`src/rtl/tap_cls_pkg.sv`:
```
package tap_cls_pkg;
    localparam int NAX = 3;

    typedef enum logic [1:0] {
        ST_ARMED = 2'd0,
        ST_POST  = 2'd1,
        ST_SCAN  = 2'd2,
        ST_DONE  = 2'd3
    } tap_state_e;
endpackage

```
`src/rtl/tap_capture_buf.sv`:
```
module tap_capture_buf #(
    parameter int DW    = 8,
    parameter int DEPTH = 32,
    parameter int NAX   = 3,
    localparam int AW   = $clog2(DEPTH)
) (
    input  logic                     clk,
    input  logic                     rst_n,
    input  logic                     we,
    input  logic [NAX-1:0][DW-1:0]   din,
    input  logic [AW-1:0]            rd_off,
    output logic [NAX-1:0][DW-1:0]   dout
);
    logic [NAX-1:0][DEPTH-1:0][DW-1:0] mem;
    logic [AW-1:0]                     wp;
    logic [AW-1:0]                     ra;

    // wp always points at the oldest entry once the ring has wrapped
    assign ra = wp + rd_off;

    always_ff @(posedge clk) begin
        if (!rst_n) begin
            wp  <= '0;
            mem <= '0;
        end else if (we) begin
            wp <= wp + 1'b1;
            for (int a = 0; a < NAX; a++) mem[a][wp] <= din[a];
        end
    end

    always_comb begin
        for (int a = 0; a < NAX; a++) dout[a] = mem[a][ra];
    end

    p_wp_advance_r2: assert property (@(posedge clk) disable iff (!rst_n)
        we |=> wp == $past(wp) + 1'b1);
endmodule

```
`src/rtl/tap_peak_scan.sv`:
```
module tap_peak_scan #(
    parameter int DW = 8,
    parameter int AW = 5
) (
    input  logic                 clk,
    input  logic                 rst_n,
    input  logic                 clr,
    input  logic                 en,
    input  logic signed [DW-1:0] smp,
    input  logic [AW-1:0]        pos,
    output logic [AW-1:0]        first_pos,
    output logic [DW:0]          swing,
    output logic                 pos_dir
);
    logic signed [DW-1:0] vmax, vmin;
    logic [AW-1:0]        pmax, pmin;
    logic                 seeded;
    logic signed [DW:0]   wmax, wmin;
    logic [DW:0]          mag_max, mag_min;

    always_ff @(posedge clk) begin
        if (!rst_n) begin
            vmax <= '0; vmin <= '0; pmax <= '0; pmin <= '0; seeded <= 1'b0;
        end else if (clr) begin
            seeded <= 1'b0;
        end else if (en) begin
            // strict compare keeps the first occurrence of a repeated peak
            if (!seeded || smp > vmax) begin
                vmax <= smp; pmax <= pos;
            end
            if (!seeded || smp < vmin) begin
                vmin <= smp; pmin <= pos;
            end
            seeded <= 1'b1;
        end
    end

    always_comb begin
        wmax    = {vmax[DW-1], vmax};
        wmin    = {vmin[DW-1], vmin};
        mag_max = wmax[DW] ? $unsigned(-wmax) : $unsigned(wmax);
        mag_min = wmin[DW] ? $unsigned(-wmin) : $unsigned(wmin);
        swing   = $unsigned(wmax - wmin);
        if (pmax < pmin) begin
            first_pos = pmax;
            pos_dir   = mag_max > mag_min;
        end else if (pmin < pmax) begin
            first_pos = pmin;
            pos_dir   = mag_min > mag_max;
        end else begin
            first_pos = pmin;
            pos_dir   = 1'b0;
        end
    end

    p_peak_order_r7: assert property (@(posedge clk) disable iff (!rst_n)
        seeded |-> vmax >= vmin);
endmodule

```
`src/rtl/tap_axis_arb.sv`:
```
module tap_axis_arb #(
    parameter int DW  = 8,
    parameter int AW  = 5,
    parameter int NAX = 3
) (
    input  logic [NAX-1:0]         mask,
    input  logic [NAX-1:0][AW-1:0] first_pos,
    input  logic [NAX-1:0][DW:0]   swing,
    input  logic [NAX-1:0]         pos_dir,
    output logic [1:0]             axis,
    output logic                   dir
);
    logic          found;
    logic [AW-1:0] bpos;
    logic [DW:0]   bsw;

    always_comb begin
        found = 1'b0;
        bpos  = '0;
        bsw   = '0;
        axis  = 2'd0;
        dir   = 1'b0;
        for (int a = 0; a < NAX; a++) begin
            if (mask[a] && (!found || first_pos[a] < bpos ||
                            (first_pos[a] == bpos && swing[a] > bsw))) begin
                found = 1'b1;
                bpos  = first_pos[a];
                bsw   = swing[a];
                axis  = 2'(a + 1);
                dir   = pos_dir[a];
            end
        end
    end
endmodule

```
`src/rtl/tap_dir_classifier.sv`:
```
module tap_dir_classifier
    import tap_cls_pkg::*;
#(
    parameter int DW    = 8,
    parameter int DEPTH = 32,
    parameter int POST  = 12
) (
    input  logic                 clk,
    input  logic                 rst_n,
    input  logic                 smp_vld,
    input  logic signed [DW-1:0] smp_x,
    input  logic signed [DW-1:0] smp_y,
    input  logic signed [DW-1:0] smp_z,
    input  logic                 trig,
    input  logic [2:0]           tap_mask,
    output logic [1:0]           res_axis,
    output logic                 res_pos,
    output logic                 res_done
);
    localparam int AW = $clog2(DEPTH);
    localparam int CW = $clog2(POST + 1);

    tap_state_e             state, nxt;
    logic [CW-1:0]          post_cnt;
    logic [AW-1:0]          scan_idx;
    logic [NAX-1:0]         mask_lat;
    logic                   buf_we, freeze, scan_end, arm_trig;
    logic [NAX-1:0][DW-1:0] din, rd_data;
    logic [NAX-1:0][AW-1:0] first_pos;
    logic [NAX-1:0][DW:0]   swing;
    logic [NAX-1:0]         pos_dir;
    logic [1:0]             arb_axis;
    logic                   arb_dir;

    assign arm_trig = (state == ST_ARMED) && trig;
    assign buf_we   = smp_vld && (state == ST_ARMED || state == ST_POST);
    assign freeze   = (state == ST_POST) && smp_vld && post_cnt == CW'(POST - 1);
    assign scan_end = (state == ST_SCAN) && scan_idx == AW'(DEPTH - 1);
    assign din      = {smp_z, smp_y, smp_x};

    // state register
    always_ff @(posedge clk) begin
        if (!rst_n) state <= ST_ARMED;
        else        state <= nxt;
    end

    always_comb begin
        nxt = state;
        unique case (state)
            ST_ARMED: if (arm_trig) nxt = ST_POST;   // ARM_TRIG
            ST_POST:  if (freeze)   nxt = ST_SCAN;   // POST_FULL
            ST_SCAN:  if (scan_end) nxt = ST_DONE;   // SCAN_END
            ST_DONE:                nxt = ST_ARMED;  // REARM
        endcase
    end

    always_ff @(posedge clk) begin
        if (!rst_n) begin
            post_cnt <= '0;
            scan_idx <= '0;
            mask_lat <= '0;
        end else begin
            if (arm_trig) begin
                mask_lat <= tap_mask;
                post_cnt <= '0;
            end else if (state == ST_POST && smp_vld) begin
                post_cnt <= post_cnt + 1'b1;
            end
            if (freeze)                 scan_idx <= '0;
            else if (state == ST_SCAN)  scan_idx <= scan_idx + 1'b1;
        end
    end

    tap_capture_buf #(.DW(DW), .DEPTH(DEPTH), .NAX(NAX)) i_buf (
        .clk(clk), .rst_n(rst_n), .we(buf_we), .din(din),
        .rd_off(scan_idx), .dout(rd_data)
    );

    for (genvar g = 0; g < NAX; g++) begin : g_axis
        tap_peak_scan #(.DW(DW), .AW(AW)) i_scan (
            .clk(clk), .rst_n(rst_n), .clr(freeze),
            .en(state == ST_SCAN), .smp($signed(rd_data[g])), .pos(scan_idx),
            .first_pos(first_pos[g]), .swing(swing[g]), .pos_dir(pos_dir[g])
        );
    end

    tap_axis_arb #(.DW(DW), .AW(AW), .NAX(NAX)) i_arb (
        .mask(mask_lat), .first_pos(first_pos), .swing(swing),
        .pos_dir(pos_dir), .axis(arb_axis), .dir(arb_dir)
    );

    // output process
    always_comb begin
        res_done = 1'b0;
        res_axis = 2'd0;
        res_pos  = 1'b0;
        if (state == ST_DONE) begin
            res_done = 1'b1;
            res_axis = arb_axis;
            res_pos  = arb_dir;
        end
    end

    p_single_done_r4: assert property (@(posedge clk) disable iff (!rst_n)
        res_done |=> !res_done);
    p_done_from_scan_r4: assert property (@(posedge clk) disable iff (!rst_n)
        res_done |-> $past(state) == ST_SCAN);
    p_post_bound_r3: assert property (@(posedge clk) disable iff (!rst_n)
        state == ST_POST |-> post_cnt < CW'(POST));
    p_no_axis_r11: assert property (@(posedge clk) disable iff (!rst_n)
        (res_done && mask_lat == '0) |-> res_axis == 2'd0 && !res_pos);
    p_axis_flagged_r6: assert property (@(posedge clk) disable iff (!rst_n)
        (res_done && res_axis != 2'd0) |-> mask_lat[res_axis - 2'd1]);
    p_quiet_r12: assert property (@(posedge clk) disable iff (!rst_n)
        !res_done |-> res_axis == 2'd0 && !res_pos);
endmodule

```
`config.mk`:
```
export PLATFORM = sky130hd
export DESIGN_NAME = tap_dir_classifier
export DESIGN_NICKNAME = d
export VERILOG_FILES = /design/src/rtl/tap_cls_pkg.sv /design/src/rtl/tap_capture_buf.sv /design/src/rtl/tap_peak_scan.sv /design/src/rtl/tap_axis_arb.sv /design/src/rtl/tap_dir_classifier.sv
export SDC_FILE = /design/constraint.sdc
export NUM_CORES = 2
export LEC_CHECK = 0
export BUFFER_PORTS_ARGS = -buffer_cell sky130_fd_sc_hd__buf_2
export CORE_UTILIZATION = 45
export DETAILED_ROUTE_END_ITERATION = 10
export GPL_ROUTABILITY_DRIVEN = 0
export PLACE_DENSITY = 0.61
export SETUP_SLACK_MARGIN = 0.4
export SLEW_MARGIN = 5
export SYNTH_ARGS = -nofsm -noshare
export SYNTH_HDL_FRONTEND = slang
export SYNTH_HIERARCHICAL = 1
export SYNTH_SLANG_ARGS = --single-unit
```
`constraint.sdc`:
```
create_clock -name clk -period 11.6 [get_ports clk]
set_input_delay 2.32 -clock clk [delete_from_list [all_inputs] [get_ports clk]]
set_output_delay 2.32 -clock clk [all_outputs]
set_load 0.05 [all_outputs]
```
# Word level (Yosys, flattened, before mapping)
# Cells that the tools add are included.
[op_classes]
n_addsub = 13
magnitude_cmp = 25
n_eq_ne = 10
muxes = 45
bitwise = 2
reduce_logical = 34
[op_table]
columns = ["operator", "n"]
rows = [
  ["bitwise mux 256 bit", 3],
  ["binary-select mux 8 bit (select 5 bit)", 3],
  ["> comparator 9 bit", 8],
  ["2-to-1 mux 9 bit", 8],
  ["negator 8 -> 9 bit", 6],
  ["demux 8 bit (select 5 bit)", 1],
  ["< comparator 5 bit", 8],
  ["2-to-1 mux 8 bit", 4],
  ["subtractor 8 x 8 -> 9 bit", 3],
  ["2-to-1 mux 5 bit", 5],
  ["> comparator 8 bit", 3],
  ["< comparator 8 bit", 3],
  ["AND reduction 3 bit", 7],
  ["2-to-1 mux 1 bit", 14],
  ["< comparator 5 x 6 -> 1 bit (second input constant)", 2],
  ["2-to-1 mux 2 bit", 6],
  ["logical OR 1 bit", 11],
  ["adder 5 x 1 -> 5 bit (second input constant)", 2],
  ["equality test 5 bit", 2],
  ["logical AND 1 bit", 10],
  ["case mux 2 bit (4 select lines)", 1],
  ["inequality test 2 bit (second input constant)", 3],
  ["adder 5 bit", 1],
  ["equality test 5 bit (second input constant)", 1],
  ["other kinds (9)", 14],
]
[word_totals]
regBits = 866
out_inout_bits = 4
wordCells = 243

# Logic depth before layout (Yosys ltp)
[logic_depth]
ltp_word = 14
ltp_mapped = 25
ltp_nobuf = 24

# Modules after synthesis
# Netlist, hierarchy kept.
[modules_own_cells]
columns = ["mod", "n_inst", "cells_per_inst", "area_each_um2", "seq_area_each_um2"]
rows = [
  ["tap_capture_buf", 1, 4568, 36797.8, 15474.8],
  ["tap_peak_scan (g_axis[0].i_scan ...)", 2, 285, 2358.5, 540.5],
  ["tap_peak_scan (g_axis[2].i_scan)", 1, 281, 2331.0, 540.5],
  ["tap_axis_arb", 1, 131, 1017.2, 0.0],
  ["tap_dir_classifier", 1, 79, 739.5, 280.3],
]

# Least setup slack after synthesis
# No wires, ideal clock.
[synth_timing]
path_kind = "flip-flop to output port"
from = "reg g_axis[0].i_scan.vmax[0]"
to = "out res_pos"
arrival_time_ps = 4891
setup_slack_ps = 4389
path_stages_with_launch = 26
cell_sequence = "dfxtp_1 > inv_1 > ha_1 > fa_1 > nor2b_1 > o21a_1 > o21a_1 > o21ai_0 > a21oi_1 > nand2_1 > ha_1 > a211oi_1 > nor2_1 > a2111oi_4 > o22ai_4 > buf_6 > nor2_2 > a21oi_2 > ha_1 > nand4_1 > nor3_2 > a2111oi_2 > a2111oi_4 > o21ai_2 > mux2_2 > and2_1"
[synth_lines]
columns = ["element", "line", "source"]
rows = [
  ["start, declared", "tap_peak_scan.sv:15", "logic signed [DW-1:0] vmax, vmin;"],
  ["start signal, assigned", "tap_peak_scan.sv:29", "vmax <= smp; pmax <= pos;"],
  ["end, declared", "tap_dir_classifier.sv:17", "output logic res_pos,"],
]

==> key figures <==
Logic synthesis
  • Synth Area in Compound Gates: between 10% and 20%
  • EDFF count, synth: 0
  • Yosys warning total: 6
  • Largest cells by area after synthesis: dfxtp_1, nand2_1, a21boi_0
  • Syn Inst Count: ~5600
  • Yosys cell types: 70
  • XOR/XNOR share of the synthesized area: about 1.0%
  • Commonest cells in the netlist: nand2_1, dfxtp_1, a21boi_0, mux2i_1, nand3_1
  • Syn Nets: around 5800
  • Most frequent cell after synthesis: nand2_1
  • Post-synthesis simple-gate area fraction: 22.6%
  • #FFs+latches synth: 868
  • Mapped cell area: approximately 46000 um^2
  • Mux cell area share after synthesis: between 10% and 20%
  • Largest area contributor in the netlist: dfxtp_1
  • Synth Flop Type: dfxtp_1
  • Post-Synth Adder-Cell Area: approximately 4.6%
  • Post-synth ARST share: 0%
  • Synth top area share: a little under two fifths
  • Sequential-to-total area share from yosys stat: 38.1%
  • Mean post-synth cell area: 8.10 um^2
  • Combinational family with the most area after synthesis: simple AND/OR/NAND/NOR gates

Timing
  • Minimum clock period after layout: 8850 ps
  • Max transition margin: about 5.2%
  • Peak Freq: approximately 110 MHz
  • Setup TNS: 0 ps
  • Final setup vio count: 0
  • Final hold vios: 0
  • Fin crit share: around 76%
  • Actual slew at the worst max-slew pin: between 1000 and 1500 ps
  • Skew final: 19.8 ps
  • RSZ-0062 raised after global routing: no
  • Max-slew violation count: 0
  • Hold Slack: 451 ps

Drt
  • Via density: 5.56
  • Number of routed nets with antenna violations: 0
  • Post-Route M1 WL: ~65000 um
  • Initial detailed-routing violation count: ~3200
  • Metal3 WL: around 7900 um
  • Drt pass-1 iters: 5
  • Per-cell routed wire length: ~21 um
  • Met2 Routed Length: 62800 um
  • Top Layer Used: met4
  • Vias: 37827
  • Final wirelength: around 140000 um
  • DRC: 0

Power
  • Cell-internal power: 6.43 mW
  • Clock power frac: approximately 30%
  • Switching part of the total power: about two fifths
  • Pwr/cell area: approximately 210 nW/um^2
  • P_sw: just over 4 mW
  • VDD IR-drop max: just under 0.2 mV
  • P_leak: ~19 nW
  • Seq pwr share: approximately 30%
  • Logic pwr share: between 40% and 50%
  • Final Power: around 10 mW

Critical path
  • Critical Path Sink Type: output pin
  • WS Path Type: flop to output pin
  • CP max FO: 28
  • Most frequent CP cell: ha_1
  • CP arrival: ~6500 ps
  • Bufs and invs on worst path: 2
  • CP peak stage delay: roughly 700 ps
  • Top delay family on crit path: compound AO/OA/AOI/OAI gates
  • Slowest CP cell: o22ai_4
  • Crit path required time: between 9000 and 10000 ps
  • Worst Setup Start Kind: flop

Run
  • Max Cap Violations: 0

Run status
  • Status: finished clean

CTS
  • Clk_lat worst skew: roughly 670 ps
  • Clock Root Buffer: clkbuf_16
  • Clock slew at reported path FFs: roughly 60 ps
  • Hold-fix buffers, CTS: 0
  • Post-cts resize count: 0
  • Inserted Clock Buffers: 96
  • CTS H-tree depth: 3
  • CTS Buffer Depth: 3
  • Post-CTS Setup Inserts: 0
  • Clk sinks: 868
  • CTS tree: done

Floorplanning
  • Initial Util: 45.5%
  • Core area: 100000 um^2
  • Die height: 320 um
  • Num ports: 35
  • Row count: between 100 and 150
  • Die Area: a little over 100000 um^2
  • Die W: 320 um

Placed design
  • Detail Placement HPWL: between 80000 and 90000 um
  • Port Buffers: 34

Final layout
  • Fin nets: 5568
  • P&R area growth vs syn: 8.22%
  • Layout cell share with drive strength beyond 1: roughly 6.8%
  • Post-layout util: roughly half

GRT
  • GRT Overall Usage: a little over a quarter
  • GRT Residual Overflow: 0
  • First-pass GRT wire length: roughly 220000 um
  • Vias in the first global route: approximately 36000
  • Largest net degree at the start of global routing: between 200 and 300
  • Initial antenna violation count: 1

Worst hold path
  • Hold Path Class: flop to flop
==> cell families (layout without fill, tap and decap cells) <==
kind of cell,after synthesis,count (layout)
other,6,7
AND/OR/NAND/NOR,2445,2445
buffers and inverters,569,387
multiplexers,563,563
adder cells (fa/ha/maj),165,165
AO/OA/AOI/OAI,960,960
flip-flops,868,868
XOR/XNOR,53,53
==> area by class of cell <==
type	instances	area [um^2]
Inverter	117	444
Multi-Input combinational cell	4192	25900
Antenna cell	1	2.50
Clock inverter	24	324
Clock buffer	149	2900
Tap cell	1357	1700
Fill cell	9658	50900
Sequential cell	868	17400
Timing Repair Buffer	97	728
==> sequential cells by signal, summed over array words and instances, names as in the netlist, 3 cells and up <==
| signal | cells |
|---|---|
| g_axis.i_scan/vmin | 24 |
| i_buf/wp | 5 |
| i_buf/mem | 768 |
| post_cnt | 4 |
| g_axis.i_scan/pmin | 15 |
| scan_idx | 5 |
| mask_lat | 3 |
| g_axis.i_scan/vmax | 24 |
| g_axis.i_scan/pmax | 15 |
| g_axis.i_scan/seeded | 3 |
==> stage by stage <==
stage	worst slack, ps	instance area (um^2)	cells
2_1_floorplan	4390	45600	5629
3_3_place_gp	3530	46100	6631
3_5_place_dp	3450	46100	6631
4_1_cts	2710	49300	6804
5_1_grt	2330	49300	6804
6_report	2750	49300	6805
==> tightest hold or removal path: stages (launching register included) <==
cell and delay, ps:
dfxtp_1 310, nand2_1 50, a21boi_1 50
==> power groups by stage <==
stage                     logic, mW  clock network (mW)  registers [mW]
after floorplan                2.94                   0            3.17
after detailed placement       4.13                   0            3.19
after global placement         4.11                   0            3.19
final                          4.22                3.14            3.13
after global routing           4.51                3.32            3.14
after CTS                      4.15                3.20            3.13
==> path summary, 6_finish.rpt <==
path                                 start                  endpoint  slack [ps]  cells past startpoint
setup / recovery  g_axis[0].i_scan/vmax[0]                   res_pos        2750                     25
hold / removal               i_buf/mem[22]             i_buf/mem[22]         450                      2
setup reg to reg               scan_idx[0]  g_axis[1].i_scan/pmax[0]        5070                     15
hold reg to reg              i_buf/mem[22]             i_buf/mem[22]         450                      2
==> routing by layer <==
metal,GRT usage (%),vias up
met3,3.03,215
met2,42.4,1016
li1,-,18478
met5,0,-
met1,37.6,18118
met4,9.88,0
==> placed cells by master, fill, tap and decap left out, drive strengths merged, types with 13 or more instances in the layout <==
cell type  Yosys  layout
ha           161     161
buf          159      97
and2          13      13
nand3        405     405
clkbuf       293     149
nand4        120     120
inv          117     119
xnor2         45      45
nand2       1742    1742
mux2i        518     518
mux2          45      45
a21oi         50      50
dfxtp        868     868
a21boi       774     774
o21ai         42      42
clkinv         0      14
nor2b         17      17
nor2         106     106
a21o          14      14
Power figures use the tool's default switching activity.
